<file path="config.mk">
export PLATFORM = sky130hd
export DESIGN_NAME = pwm8_timer
export DESIGN_NICKNAME = d
export VERILOG_FILES = /design/src/rtl/pwm8_pkg.sv /design/src/rtl/pwm8_prescaler.sv /design/src/rtl/pwm8_counter.sv /design/src/rtl/pwm8_channel.sv /design/src/rtl/pwm8_timer.sv
export SDC_FILE = /design/constraint.sdc
export NUM_CORES = 1
export LEC_CHECK = 0
export BUFFER_PORTS_ARGS = -buffer_cell sky130_fd_sc_hd__buf_2
export CORE_ASPECT_RATIO = 1.2
export CORE_MARGIN = 4
export CORE_UTILIZATION = 60
export DETAILED_ROUTE_END_ITERATION = 16
export HOLD_SLACK_MARGIN = 0.12
export PLACE_DENSITY = 0.89
export SETUP_SLACK_MARGIN = 0.3
export SYNTH_ARGS = -nofsm -noshare
export SYNTH_HDL_FRONTEND = slang
export SYNTH_SLANG_ARGS = --single-unit
</file>
<file path="constraint.sdc">
create_clock -name clk -period 7.7 [get_ports clk]
set_input_delay 1.155 -clock clk [delete_from_list [all_inputs] [get_ports clk]]
set_output_delay 1.155 -clock clk [all_outputs]
set_load 0.02 [all_outputs]
</file>
<file path="src/rtl/pwm8_pkg.sv">
package pwm8_pkg;

  localparam int CNT_W = 16;
  localparam int PS_W  = 3;
  localparam int DIV_W = (1 << PS_W) - 1;
  localparam int CTL_W = 4;   // stored channel control bits [5:2]
  localparam int CTL_LSB = 2;

  // word indices (byte address >> 2)
  localparam int W_CTRL    = 0;
  localparam int W_CNT     = 1;
  localparam int W_MOD     = 2;
  localparam int W_CH_BASE = 3;
  localparam int W_CNTIN   = 19;
  localparam int W_MASK    = 24;
  localparam int W_POL     = 28;

  // control word fields
  localparam int CTRL_PS_LSB  = 0;
  localparam int CTRL_SRC_LSB = 3;
  localparam int CTRL_EN_LSB  = 16;

  // channel control: bit 5 and bit 3 together select high-true edge PWM
  localparam int CH_MODE_HI = 5 - CTL_LSB;
  localparam int CH_EDGE_HI = 3 - CTL_LSB;

  typedef enum logic [1:0] {
    SRC_OFF = 2'd0,
    SRC_SYS = 2'd1,
    SRC_FIX = 2'd2,
    SRC_EXT = 2'd3
  } clk_src_e;

  function automatic logic [DIV_W-1:0] div_limit(input logic [PS_W-1:0] ps);
    logic [DIV_W:0] span;
    span = ((DIV_W+1)'(1) << ps) - (DIV_W+1)'(1);
    return span[DIV_W-1:0];
  endfunction

  function automatic logic [CNT_W-1:0] next_count(input logic [CNT_W-1:0] cnt,
                                                  input logic [CNT_W-1:0] init,
                                                  input logic [CNT_W-1:0] modv);
    return (cnt >= modv) ? init : cnt + CNT_W'(1);
  endfunction

  function automatic logic raw_active(input logic [CNT_W-1:0] cnt,
                                      input logic [CNT_W-1:0] init,
                                      input logic [CNT_W-1:0] modv,
                                      input logic [CNT_W-1:0] cmp);
    if (cmp > modv) return 1'b1;
    return (cnt >= init) && (cnt < cmp);
  endfunction

endpackage

</file>
<file path="src/rtl/pwm8_prescaler.sv">
module pwm8_prescaler
  import pwm8_pkg::*;
(
  input  logic            clk,
  input  logic            rst_n,
  input  clk_src_e        src,
  input  logic [PS_W-1:0] ps,
  input  logic            fixed_tick,
  input  logic            ext_tick,
  output logic            sel_edge,
  output logic            tick
);

  logic [DIV_W-1:0] div_q;
  logic [DIV_W-1:0] limit;

  assign limit = div_limit(ps);

  always_comb begin
    unique case (src)
      SRC_SYS: sel_edge = 1'b1;
      SRC_FIX: sel_edge = fixed_tick;
      SRC_EXT: sel_edge = ext_tick;
      default: sel_edge = 1'b0;
    endcase
  end

  assign tick = sel_edge && (div_q >= limit);

  always_ff @(posedge clk or negedge rst_n) begin
    if (!rst_n)              div_q <= '0;
    else if (src == SRC_OFF) div_q <= '0;
    else if (sel_edge)       div_q <= tick ? '0 : div_q + DIV_W'(1);
  end

endmodule

</file>
<file path="src/rtl/pwm8_counter.sv">
module pwm8_counter
  import pwm8_pkg::*;
(
  input  logic             clk,
  input  logic             rst_n,
  input  logic             tick,
  input  logic             reload,
  input  logic [CNT_W-1:0] init,
  input  logic [CNT_W-1:0] modv,
  output logic [CNT_W-1:0] cnt,
  output logic             wrap
);

  assign wrap = tick && !reload && (cnt >= modv);

  always_ff @(posedge clk or negedge rst_n) begin
    if (!rst_n)      cnt <= '0;
    else if (reload) cnt <= init;
    else if (tick)   cnt <= next_count(cnt, init, modv);
  end

endmodule

</file>
<file path="src/rtl/pwm8_channel.sv">
module pwm8_channel
  import pwm8_pkg::*;
(
  input  logic [CNT_W-1:0] cnt,
  input  logic [CNT_W-1:0] init,
  input  logic [CNT_W-1:0] modv,
  input  logic [CNT_W-1:0] cmp,
  input  logic [CTL_W-1:0] ctl,
  input  logic             chan_en,
  input  logic             masked,
  input  logic             invert,
  output logic             pwm_mode,
  output logic             pwm
);

  logic active;
  logic raw;

  assign pwm_mode = ctl[CH_MODE_HI] & ctl[CH_EDGE_HI];
  assign active   = pwm_mode & chan_en & ~masked;
  assign raw      = raw_active(cnt, init, modv, cmp);
  assign pwm      = active ? (raw ^ invert) : invert;

endmodule

</file>
<file path="src/rtl/pwm8_timer.sv">
module pwm8_timer
  import pwm8_pkg::*;
#(
  parameter int NCH    = 8,
  parameter int ADDR_W = 8
) (
  input  logic              clk,
  input  logic              rst_n,
  input  logic              fixed_tick,
  input  logic              ext_tick,
  input  logic              bus_wr,
  input  logic [ADDR_W-1:0] bus_addr,
  input  logic [31:0]       bus_wdata,
  output logic [31:0]       bus_rdata,
  output logic [NCH-1:0]    pwm_out
);

  localparam int WORD_W = ADDR_W - 2;
  localparam logic [31:0] CTRL_KEEP =
    (32'((1 << NCH) - 1) << CTRL_EN_LSB) | 32'h0000_001F;

  logic [WORD_W-1:0] word;
  logic [31:0]       ctrl_q;
  logic [CNT_W-1:0]  mod_q, cntin_q, cnt_q;
  logic [NCH-1:0]    pol_q, mask_q, chan_en;
  logic [CTL_W-1:0]  ch_ctl_q [NCH];
  logic [CNT_W-1:0]  ch_cv_q  [NCH];
  logic [NCH-1:0]    ch_mode;
  logic [1:0]        src_sel;
  logic [PS_W-1:0]   ps_sel;
  logic              cnt_wr, cnt_tick, cnt_wrap, sel_edge;

  assign word    = bus_addr[ADDR_W-1:2];
  assign src_sel = ctrl_q[CTRL_SRC_LSB +: 2];
  assign ps_sel  = ctrl_q[CTRL_PS_LSB +: PS_W];
  assign chan_en = ctrl_q[CTRL_EN_LSB +: NCH];
  assign cnt_wr  = bus_wr && (int'(word) == W_CNT);

  // common registers
  always_ff @(posedge clk or negedge rst_n) begin
    if (!rst_n) begin
      ctrl_q  <= '0;
      mod_q   <= '0;
      cntin_q <= '0;
      pol_q   <= '0;
      mask_q  <= '1;
    end else if (bus_wr) begin
      unique case (int'(word))
        W_CTRL:  ctrl_q  <= bus_wdata & CTRL_KEEP;
        W_MOD:   mod_q   <= bus_wdata[CNT_W-1:0];
        W_CNTIN: cntin_q <= bus_wdata[CNT_W-1:0];
        W_POL:   pol_q   <= bus_wdata[NCH-1:0];
        W_MASK:  mask_q  <= bus_wdata[NCH-1:0];
        default: ;
      endcase
    end
  end

  pwm8_prescaler u_presc (
    .clk        (clk),
    .rst_n      (rst_n),
    .src        (clk_src_e'(src_sel)),
    .ps         (ps_sel),
    .fixed_tick (fixed_tick),
    .ext_tick   (ext_tick),
    .sel_edge   (sel_edge),
    .tick       (cnt_tick)
  );

  pwm8_counter u_cnt (
    .clk    (clk),
    .rst_n  (rst_n),
    .tick   (cnt_tick),
    .reload (cnt_wr),
    .init   (cntin_q),
    .modv   (mod_q),
    .cnt    (cnt_q),
    .wrap   (cnt_wrap)
  );

  for (genvar n = 0; n < NCH; n++) begin : g_ch
    logic ctl_wr, cv_wr;
    assign ctl_wr = bus_wr && (int'(word) == W_CH_BASE + 2*n);
    assign cv_wr  = bus_wr && (int'(word) == W_CH_BASE + 2*n + 1);

    always_ff @(posedge clk or negedge rst_n) begin
      if (!rst_n) begin
        ch_ctl_q[n] <= '0;
        ch_cv_q[n]  <= '0;
      end else begin
        if (ctl_wr) ch_ctl_q[n] <= bus_wdata[CTL_LSB +: CTL_W];
        if (cv_wr)  ch_cv_q[n]  <= bus_wdata[CNT_W-1:0];
      end
    end

    pwm8_channel u_ch (
      .cnt      (cnt_q),
      .init     (cntin_q),
      .modv     (mod_q),
      .cmp      (ch_cv_q[n]),
      .ctl      (ch_ctl_q[n]),
      .chan_en  (chan_en[n]),
      .masked   (mask_q[n]),
      .invert   (pol_q[n]),
      .pwm_mode (ch_mode[n]),
      .pwm      (pwm_out[n])
    );
  end

  // read mux
  always_comb begin
    bus_rdata = '0;
    unique case (int'(word))
      W_CTRL:  bus_rdata = ctrl_q;
      W_CNT:   bus_rdata = 32'(cnt_q);
      W_MOD:   bus_rdata = 32'(mod_q);
      W_CNTIN: bus_rdata = 32'(cntin_q);
      W_POL:   bus_rdata = 32'(pol_q);
      W_MASK:  bus_rdata = 32'(mask_q);
      default: ;
    endcase
    for (int n = 0; n < NCH; n++) begin
      if (int'(word) == W_CH_BASE + 2*n)
        bus_rdata = 32'(ch_ctl_q[n]) << CTL_LSB;
      if (int'(word) == W_CH_BASE + 2*n + 1)
        bus_rdata = 32'(ch_cv_q[n]);
    end
  end

endmodule

</file>
==> flow_metrics.env, run 1 <==
export IMPL_crit_fanout=34
export IMPL_drt_wirelength_per_cell_microns=25.23
export IMPL_leakage_nw=9.598
export IMPL_vdd_drop_max_v=0.0001900
export IMPL_required_ps=6550
export IMPL_drv_slew=0
export IMPL_io_buffers=66
export IMPL_dr_pass1_iters=6
export IMPL_cap_viol_max_count=0
export IMPL_met3_wirelength_microns=4526
export IMPL_dieArea_sq_um=34090
export IMPL_nets=2234
export IMPL_dpl_hpwl_microns=43640
export IMPL_crit_arrival_ps=4190
export IMPL_drt_iter0_markers=1540
export IMPL_crit_path_end="bus_rdata[2]"
export IMPL_regArea_sq_um=6116
export IMPL_final_layout_size_suffix_gt1_frac=0.1994
export IMPL_num_vias=15920
export IMPL_antenna_found_initial=0
export IMPL_track_usage=0.3410
export IMPL_drc=0
export IMPL_m1WireLength_microns=22350
export IMPL_start_util=0.6105
export IMPL_finalCritPeriodShare=0.6936
export IMPL_final_cells=2317
export IMPL_via_per_inst=6.870
export IMPL_clock_root_buffer="clkbuf_16"
export IMPL_synth_area_per_cell_sq_um=10.01
export IMPL_core_area_sq_um=30650
export IMPL_clk_pin_slew_ps=50
export IMPL_fin_ws_ps=2360
export IMPL_cts_resized=0
export IMPL_final_common_cell="ha_1"
export IMPL_grt_pass1_wl_microns=91850
export IMPL_placed_cells=2266
export IMPL_grt_overflow_total=0
export IMPL_gp_congestion=1.004
export IMPL_die_y_microns=201.5
export IMPL_final_setup_tns_ps=0
export IMPL_synth_edf_count=0
export IMPL_setup_viol=0
export IMPL_cts_max_level=1
export IMPL_outcome="finished clean"
export IMPL_cts_made_buffers=28
export IMPL_antenna_cells=0
export IMPL_startpoint_type="input pin"
export IMPL_syn_area_sq_um=18720
export IMPL_wl_met2_microns=27460
export IMPL_worstHoldPathType="flop to flop"
export IMPL_end_kind="output pin"
export IMPL_clock_latency_ps=580
export IMPL_multi_input_area_sq_um=11500
export IMPL_holdCritStartpoint="mod_q[4]"
export IMPL_grt_start_max_net_pins=102
export IMPL_yosysSeqAreaShare=0.3268
export IMPL_ys_warn_count=0
export IMPL_min_period_ps=5340
export IMPL_ff2ff_path_depth=7
export IMPL_crit_type="input pin to output pin"
export IMPL_tightest_slew_ps=1218
export IMPL_r2r_start="u_cnt.cnt[5]"
export IMPL_skew_ps=30.19
export IMPL_power_mw=5.597
export IMPL_postSynthCellCount=1870
export IMPL_routed_wl_microns=58460
export IMPL_ios=85
export IMPL_worst_r2r_setup_slack_ps=3920
export IMPL_post_place_ws_ps=2457
export IMPL_syn_to_final_growth_pct=7.902
export IMPL_power_density_nw_per_um2=277.2
export IMPL_ant_nets=0
export IMPL_cts_num_sinks=244
export IMPL_nFillCells=2389
export IMPL_fmax_mhz=187.3
export IMPL_grt_pass1_vias=16210
export IMPL_hold_viol=0
export IMPL_ys_ff_latch=244
export IMPL_die_width_microns=169.2
export IMPL_reg2reg_to="u_cnt.cnt[5]"
export IMPL_final_cell_mix="ha_1, dfrtp_1, mux2_2"
export IMPL_cts_tree="done"
export IMPL_rsz0062_at_grt="false"
export IMPL_postCtsSetupRepairBufs=0
export IMPL_critical_path_startpoint="bus_addr[3]"
export IMPL_cts_path_max_buffers=3
export IMPL_cts_hold_buf=0
export IMPL_async_reset_ff_frac=1.000
export IMPL_core_rowCount=70
export IMPL_synth_flop_cell="dfrtp_1"
export IMPL_slew_headroom=0.1847
export IMPL_synthDistinctLibCells=80
export IMPL_top_layer="met4"
[cells in the mapped netlist (29+ instances only)]
cell type  number  area share
nor2_1         74       0.015
nand4_1        29      0.0097
nand3_1        50       0.013
clkbuf_1       35      0.0070
a21oi_1       110       0.029
ha_1          289        0.19
mux2_2        224        0.13
a22oi_1        32       0.013
dfrtp_1       236        0.32
inv_1         184       0.037
a21o_1         38       0.015
o21ai_0        64       0.017
nand2_1        90       0.018
[critical path, cell delays in order]
cell      delay (ps)
buf_2            520
or2_1            810
nor3_2           320
a22oi_1          260
nand3_1          130
a221oi_1         610
a21oi_1          170
buf_2            190
[worst min path at each step]
stage	endpoint	slack [ps]	cells past startpoint
floorplan	u_presc.div_q[6]	460	1
global placement	u_presc.div_q[6]	480	1
detailed placement	mod_q[4]	490	1
CTS	mod_q[4]	500	1
global route	mod_q[4]	510	1
finish	mod_q[4]	510	1
[kinds of logic after synthesis]
kind of cell	synth area share
other	0.0002004
and+or+nand+nor	0.09808
muxes	0.1538
AOI/OAI and AO/OA	0.1633
buffers and inverters	0.06097
xor gates and xnor gates	0.003744
adders and majority gates	0.1932
DFF	0.3268
[flip-flops by register name (all words and copies together) (netlist names)]
name,count
u_presc.div_q,7
mod_q,16
ctrl_q,13
ch_cv_q,128
mask_q,8
pol_q,8
u_cnt.cnt,16
ch_ctl_q,32
cntin_q,16
[where the power goes]
group	switching (mW)	internal [mW]	leakage [nW]	total [mW]
Clock	0.560	0.801	0.459	1.36
Combinational	1.32	1.05	5.93	2.37
Sequential	0.389	1.48	3.21	1.87
Total	2.27	3.33	9.60	5.60
[final cells by class]
type                    instances  area share
clock buffers                  39     0.03823
clock inverters                12    0.007559
inverters                     184     0.03420
multi-input cells            1359      0.5695
flip-flops and latches        244      0.3028
well taps                     396     0.02454
repair buffers                 83     0.02317
[routing by layer]
| metal | vias up | GRT usage |
|---|---|---|
| li1 | 7029 | - |
| met1 | 7713 | 0.4281 |
| met2 | 908 | 0.5536 |
| met3 | 268 | 0.04618 |
| met4 | 0 | 0.2137 |
| met5 | - | 0 |
[per-stage QoR]
| stage | hold slack [ps] | utilization | instance area, sq um |
|---|---|---|---|
| after detailed placement | 492.9 | 0.6286 | 19270 |
| final | 505.5 | 0.6588 | 20190 |
| after floorplan | 458.9 | - | 18740 |
| after global routing | 510.1 | 0.6588 | 20190 |
| after global placement | 477.5 | 0.6286 | 19270 |
| after CTS | 504.0 | 0.6588 | 20190 |
Note: power is estimated with default switching activity, not from simulation.
==> inputs of run 2 (changes only) <==
==> constraint.sdc (replaced) <==
create_clock -name clk -period 5.03 [get_ports clk]
set_input_delay 0.7545 -clock clk [delete_from_list [all_inputs] [get_ports clk]]
set_output_delay 0.7545 -clock clk [all_outputs]
set_load 0.02 [all_outputs]
==> run 2 against run 1 <==
Sequential share of layout area fell by 0.21 points. Clock power rose by 57%. Global-route usage fell by 0.058 points. Register-to-register slack got worse by 2600 ps. Sequential power rose by 50%. Wire length rose by 1.2%. Clock-buffer cell count rose by 1. Combinational power rose by 60%. Critical path type is now flop to output pin. Critical endpoint is now pwm_out[5]. Largest cell class unchanged. Largest power group unchanged.
==> flow_metrics.env, run 2 (synthesized netlist as in run 1, its figures left out) <==
export IMPL_io_buffers=66
export IMPL_drt_iter0_markers=1450
export IMPL_routed_wl_microns=59140
export IMPL_hold_viol=0
export IMPL_startpoint_type="flop"
export IMPL_clock_latency_ps=550
export IMPL_rsz0062_at_grt="false"
export IMPL_cts_made_buffers=27
export IMPL_leakage_nw=9.666
export IMPL_antenna_cells=0
export IMPL_r2r_start="mod_q[5]"
export IMPL_tightest_slew_ps=1280
export IMPL_gp_congestion=1.016
export IMPL_die_y_microns=201.5
export IMPL_slew_headroom=0.1440
export IMPL_dpl_hpwl_microns=44250
export IMPL_clk_pin_slew_ps=70
export IMPL_p_switching_mw=3.531
export IMPL_skew_ps=9.818
export IMPL_largest_register="ch_cv_q"
export IMPL_dieArea_sq_um=34090
export IMPL_antenna_found_initial=0
export IMPL_cp_cell_sequence="ha_1 > a21o_1 > a2111oi_0 > o21a_1 > o31ai_2 > buf_4 > a31oi_1 > xnor2_1 > buf_2"
export IMPL_cts_path_max_buffers=3
export IMPL_final_cells=2329
export IMPL_setup_viol=0
export IMPL_combPwrFrac=0.434
export IMPL_final_cell_mix="ha_1, dfrtp_1, mux2_2"
export IMPL_nets=2247
export IMPL_largest_register_ff_count=128
export IMPL_nFillCells=2332
export IMPL_track_usage=0.3404
export IMPL_start_util=0.6105
export IMPL_top_regs="ch_cv_q: 128 flops, ch_ctl_q: 32 flops"
export IMPL_cap_viol_max_count=0
export IMPL_finalCritPeriodShare=0.8644
export IMPL_cts_num_sinks=244
export IMPL_hold_ws_ps=221.8
export IMPL_swShare=0.4039
export IMPL_clock_root_buffer="clkbuf_16"
export IMPL_placed_cells=2280
export IMPL_cts_hold_buf=0
export IMPL_fin_area_sq_um=20330
export IMPL_grt_overflow_total=0
export IMPL_crit_type="flop to output pin"
export IMPL_grt_pass1_vias=16460
export IMPL_core_rowCount=70
export IMPL_critical_path_max_stage_delay_ps=730
export IMPL_critical_path_startpoint="u_cnt.cnt[4]"
export IMPL_intPower_mw=5.211
export IMPL_via_per_inst=6.900
export IMPL_num_vias=16070
export IMPL_drt_wirelength_per_cell_microns=25.39
export IMPL_dr_pass1_iters=8
export IMPL_cts_resized=0
export IMPL_die_width_microns=169.2
export IMPL_cts_max_level=1
export IMPL_clockPowerShare=0.245
export IMPL_crit_arrival_ps=3590
export IMPL_outcome="finished clean"
export IMPL_drc=0
export IMPL_grt_start_max_net_pins=103
export IMPL_vdd_drop_max_v=0.0003332
export IMPL_power_mw=8.742
export IMPL_cp_slowest_cell="dfrtp_1"
export IMPL_syn_to_final_growth_pct=8.651
export IMPL_end_kind="output pin"
export IMPL_final_common_cell="ha_1"
export IMPL_ant_nets=0
export IMPL_core_area_sq_um=30650
export IMPL_postCtsSetupRepairBufs=0
export IMPL_required_ps=4280
export IMPL_fmax_mhz=230.0
export IMPL_dpl_cell_area_sq_um=19390
export IMPL_final_setup_tns_ps=0
export IMPL_crit_fanout=15
export IMPL_grt_pass1_wl_microns=91710
export IMPL_drv_slew=0
export IMPL_seq_power_share=0.321
export IMPL_power_density_nw_per_um2=429.9
export IMPL_min_period_ps=4348
export IMPL_worstHoldPathType="input pin to async pin"
export IMPL_ios=85
export IMPL_cts_tree="done"
export IMPL_final_layout_size_suffix_gt1_frac=0.2054
[run 2: cell count changes in the layout (fill, tap and decap cells not counted)]
cell	change
buf_4	+13
bufinv_16	+1
inv_8	-1
buf_12	+1
clkbuf_16	-1
clkinv_2	-5
clkbuf_1	-2
clkinvlp_4	+3
clkinv_8	-1
clkbuf_8	+4
[run 2: cell type report]
type | count | area (sq um) | share of cell area
repair buffers | 97 | 585.6 | 0.02880
flip-flops and latches | 244 | 6116 | 0.3008
clock inverters | 9 | 152.6 | 0.007507
well taps | 396 | 495.5 | 0.02437
clock buffers | 40 | 794.5 | 0.03907
inverters | 184 | 690.7 | 0.03397
multi-input cells | 1359 | 11500 | 0.5655
[run 2: path summary, 6_finish.rpt]
| path | cells past startpoint | slack (ps) | endpoint |
|---|---|---|---|
| worst max-delay path | 9 | 680 | pwm_out[5] |
| worst min-delay path | 1 | 220 | u_presc.div_q[3] |
| worst max register to register | 9 | 1370 | u_cnt.cnt[4] |
| worst min register to register | 1 | 500 | u_presc.div_q[6] |
| max in group asynchronous | 2 | 3720 | ch_cv_q[89] |
| min in group clk | 2 | 430 | ctrl_q[19] |
[run 2: layer usage]
metal | vias to the layer above | global-route usage | part of all wire | wire length [microns]
met1 | 7772 | 0.4258 | 0.37 | 22030
met2 | 953 | 0.5520 | 0.46 | 27320
met3 | 306 | 0.04205 | 0.085 | 5046
met4 | 0 | 0.2238 | 0.080 | 4747
met5 | - | 0 | 0 | 0
li1 | 7038 | - | - | -
[run 2: power by group through the flow]
stage | Combinational (mW) | Clock, mW | Sequential, mW
floorplan | 2.59 | 0 | 2.65
global placement | 3.40 | 0 | 2.80
detailed placement | 3.66 | 0 | 2.82
CTS | 3.71 | 2.14 | 2.78
global route | 4.21 | 2.23 | 2.83
finish | 3.79 | 2.14 | 2.81
[run 2: worst max-delay path, delay by kind of cell, from the launching register on]
| kind | cells | cell delay (ps) |
|---|---|---|
| AO/OA/AOI/OAI | 5 | 1250 |
| XOR/XNOR | 1 | 230 |
| flip-flops | 1 | 730 |
| buffers and inverters | 2 | 440 |
| adder cells (fa/ha/maj) | 1 | 380 |
[run 2: stage by stage]
| stage | setup slack, ps | utilization |
|---|---|---|
| 2_1_floorplan | 1736 | - |
| 3_5_place_dp | 933.6 | 0.6324 |
| 6_report | 682.2 | 0.6633 |
| 3_3_place_gp | 928.4 | 0.6324 |
| 5_1_grt | 583.4 | 0.6633 |
| 4_1_cts | 721.2 | 0.6633 |
